==> src/rtl/regarray_dp.sv <==
module regarray_dp #(
  parameter int W    = 8,
  parameter int NREG = 4,
  localparam int AW  = $clog2(NREG)
) (
  input  logic          clk,
  input  logic          rst,
  input  logic          wr_en,
  input  logic [AW-1:0] src_a,
  input  logic [AW-1:0] src_b,
  input  logic [AW-1:0] dst,
  input  logic          blk_sel,
  input  logic [2:0]    mode,
  input  logic          dir,
  input  logic [W-1:0]  imm,
  output logic [W-1:0]  op_a,
  output logic [W-1:0]  op_b,
  output logic [W-1:0]  result,
  output logic          carry
);

  localparam logic [2:0] M_IMM = 3'd0;
  localparam logic [2:0] M_CPY = 3'd1;
  localparam logic [2:0] M_SHF = 3'd2;
  localparam logic [2:0] M_INV = 3'd3;
  localparam logic [2:0] M_MSK = 3'd4;
  localparam logic [2:0] M_ROT = 3'd5;

  logic [NREG-1:0][W-1:0] rf;
  logic [NREG-1:0]        wen;
  logic [W-1:0]           unit_res;
  logic [W:0]             sum;
  logic                   sub;

  assign op_a = rf[src_a];
  assign op_b = rf[src_b];

  always_comb begin
    case (mode)
      M_IMM:   unit_res = imm;
      M_CPY:   unit_res = op_a;
      M_SHF:   unit_res = dir ? {1'b0, op_a[W-1:1]} : {op_a[W-2:0], 1'b0};
      M_INV:   unit_res = ~op_a;
      M_MSK:   unit_res = op_a & imm;
      M_ROT:   unit_res = dir ? {op_a[0], op_a[W-1:1]} : {op_a[W-2:0], op_a[W-1]};
      default: unit_res = op_a;
    endcase
  end

  assign sub    = mode[0];
  assign sum    = {1'b0, op_a} + {1'b0, op_b ^ {W{sub}}} + (W+1)'(sub);
  assign carry  = sum[W];
  assign result = blk_sel ? sum[W-1:0] : unit_res;

  for (genvar i = 0; i < NREG; i++) begin : g_reg
    assign wen[i] = wr_en && (dst == AW'(i));
    always_ff @(posedge clk) begin
      if (rst)         rf[i] <= '0;
      else if (wen[i]) rf[i] <= result;
    end
  end

endmodule

==> config.mk <==
export PLATFORM = sky130hd
export DESIGN_NAME = regarray_dp
export DESIGN_NICKNAME = d
export VERILOG_FILES = /design/src/rtl/regarray_dp.sv
export SDC_FILE = /design/constraint.sdc
export NUM_CORES = 1
export LEC_CHECK = 0
export CAP_MARGIN = 0
export CORE_MARGIN = 8
export CORE_UTILIZATION = 47
export CTS_CLUSTER_SIZE = 30
export DETAILED_ROUTE_END_ITERATION = 10
export PLACE_DENSITY = 0.8
export SLEW_MARGIN = 20
export SYNTH_ARGS = -nofsm -noshare
export SYNTH_HDL_FRONTEND = slang
export SYNTH_SLANG_ARGS = --single-unit
==> constraint.sdc <==
create_clock -name clk -period 6.6 [get_ports clk]
set_input_delay 1.32 -clock clk [delete_from_list [all_inputs] [get_ports clk]]
set_output_delay 1.32 -clock clk [all_outputs]
set_load 0.05 [all_outputs]
==> run_results.csv <==
group,metric,value,unit
drt,drc_errors,0,
timing,fin_setup_tns,0,ns
worst_setup_path,cp_data_arrival_time,4.89,ns
timing,min_period_over_period,94.03,%
timing,hold_viol,0,
power,p_leak,1.190,nW
worst_setup_path,cp-end-kind,"output pin",
drt,num_vias,2590,
timing,hold-worst-slack,0.5073,ns
yosys,synth_nets,320,
clocking,cts_resized,0,
floorplanning,start_util,48.47,%
drt,drtIter0Drc,159,
drt,wl_per_cell,19.74,um
worst_setup_path,worstPathCellList,"clkdlybuf4s50_1 > buf_4 > mux4_2 > mux2i_4 > fa_1 > nor2b_1 > nor3_1 > a31oi_1 > inv_1 > clkdlybuf4s50_1",
clocking,cts_root_buf,"clkbuf_8",
clocking,path_clk_slew,0.06,ns
global_routing,antenna_found_initial,0,
placement,finalWeightedCongestion,0.8823,
finish,fin_util,58.90,%
timing,setup_viol,0,
timing,rsz0062_at_grt,"no",
worst_setup_path,max_stage_delay,0.72,ns
finish,regMostFlops,"rf",
floorplanning,num_rows,27,
yosys,synth_seq_cells,32,
placement,placed_cell_area,3141,sq um
timing,slew_viol_final,0,
min_path,whs_path_depth,2,
clocking,cts_setup_buffers,0,
finish,final_area,3243,sq um
finish,final_layout_size_suffix_gt1_share,13.29,%
floorplanning,die_w,91.36,um
outcome,status,"completed",
drt,final_antenna_net_count,0,
placement,hpwl,6076,um
drt,dr.pass1.iters,5,
finish,fill_cells,477,
yosys,yosys_most_used_dff,"dfxtp_1",
power,ir_drop,0.1693,mV
clocking,clock-sinks,32,
timing,relSlewSlack,36.14,%
placement,port_buffers,46,
yosys,synth_area_per_cell,9.203,sq um
min_path,hold_path.class,"flip-flop to flip-flop",
clocking,clock_latency,0.29,ns
timing,worst_pin_slew,0.9543,ns
timing,finalCriticalPeriod,6.206,ns
clocking,h-tree-depth,2,
floorplanning,num_io_pins,47,
run,maxCapViolCount,0,
worst_setup_path,crit_top_cell,"clkdlybuf4s50_1",
global_routing,grt_pass1_wl,13340,um
clocking,tritoncts,"done",
global_routing,grt_pass1_vias,2592,
worst_setup_path,required,5.28,ns
finish,area_growth,21.52,%
finish,nets,360,
finish,mostFrequentLayoutCells,"clkdlybuf4s50_1 (40), nor2_1 (36), dfxtp_1 (32)",
drt,wirelength,7957,um
worst_setup_path,cp_slowest_cell,"clkdlybuf4s50_1",
finish,largest_reg_flops,32,
floorplanning,die_h,91.36,um
yosys,synthesis.area,2669,sq um
timing,final.setup_skew,0.01318,ns
floorplanning,die_area,8346,sq um
drt,routed_via_density,6.427,
global_routing,grt_remaining_overflow,0,
yosys,synthDistinctLibCells,56,
floorplanning,core,5507,sq um
worst_setup_path,worstSetupStartpointType,"primary input",
timing,max_clock_freq,0.1611,GHz
power,p_per_area,203.1,nW/um^2
finish,top_regs,"rf x32",
global_routing,grt_util_all_layers,19.32,%
worst_setup_path,rr_worst_depth,9,
clocking,clk_path_buf_depth,2,
clocking,hold_buffers,0,
yosys,synth_warnings,0,
finish,diodes,0,
yosys,async_reset_ff_share,0,%
yosys,synth_edf_count,0,
yosys,syn_inst,290,
global_routing,grt_max_degree,37,
finish,final_common_cell,"clkdlybuf4s50_1",
yosys,ys_seq_area_share,24.00,%
clocking,cts_buffers,5,
worst_setup_path,worstSetupPathType,"primary input to output pin",
worst_setup_path,worstPathMaxFanout,5,
## worst paths after layout
check / from / endpoint / slack, ns
setup reg to reg: rf[9] / rf[20] / 3.66
setup / recovery: src_b[0] / result[2] / 0.39
hold / removal: rf[31] / rf[31] / 0.51
hold reg to reg: rf[31] / rf[31] / 0.51
## metrics by stage
stage	std cells	power [mW]	worst slack [ns]
floorplan	290	0.3989	0.9509
finish	403	0.6588	0.3939
CTS	403	0.6585	0.4204
detailed placement	395	0.4763	0.4505
global route	403	0.6895	0.2285
global placement	395	0.4718	0.4725
## logic make-up after synthesis
group,share of synthesized area (%)
AND/OR/NAND/NOR,18.66
AO/OA/AOI/OAI,23.44
flip-flops,24.00
buffers and inverters,5.860
multiplexers,20.07
XOR/XNOR,3.938
adder cells (fa/ha/maj),4.032
## area by class of cell
cell class / count / area (sq um) / share of cell area (%)
Clock buffer: 6 / 72.57 / 2.238
Multi-Input combinational cell: 228 / 1872 / 57.72
Timing Repair Buffer: 53 / 495.5 / 15.28
Sequential cell: 32 / 640.6 / 19.75
Clock inverter: 2 / 35.03 / 1.080
Inverter: 10 / 37.54 / 1.157
Tap cell: 72 / 90.09 / 2.778
## worst max-delay path: cells and delay by family
| family | cells | cell delay [ns] |
|---|---|---|
| fa+ha+maj | 1 | 0.42 |
| mux | 2 | 0.85 |
| compound gates | 1 | 0.43 |
| buf+inv | 4 | 1.58 |
| simple gates | 2 | 0.30 |
## synthesized netlist by cell type (5+ instances only)
library cell	n	share of area, %
nor2_1	36	5.1
dfxtp_1	32	24
nand2_1	17	2.4
nand2b_1	17	4.0
a211oi_1	13	3.7
clkbuf_1	13	1.8
mux4_2	11	9.3
a21oi_1	10	1.9
inv_1	10	1.4
o21ai_0	10	1.9
xnor2_1	10	3.3
o32ai_1	9	3.0
a311oi_1	8	2.6
ha_1	7	3.3
mux4_1	7	6.9
nand3_1	5	0.94
or3b_2	5	1.6
## per-layer routing
metal,vias to the layer above,GRT usage [%],part of all wire (%)
li1,1206,-,-
met2,118,31.56,47
met4,0,8.595,2.9
met3,22,3.539,7.6
met5,-,0,0
met1,1244,24.24,43
## report_power, final
part,switching (mW),internal (mW),total [mW],leakage [nW]
clock,0.0729,0.112,0.185,0.0552
combinational,0.161,0.101,0.262,0.874
sequential,0.00839,0.203,0.211,0.261
total,0.242,0.416,0.659,1.19
Note: power is estimated with default switching activity, not from simulation.
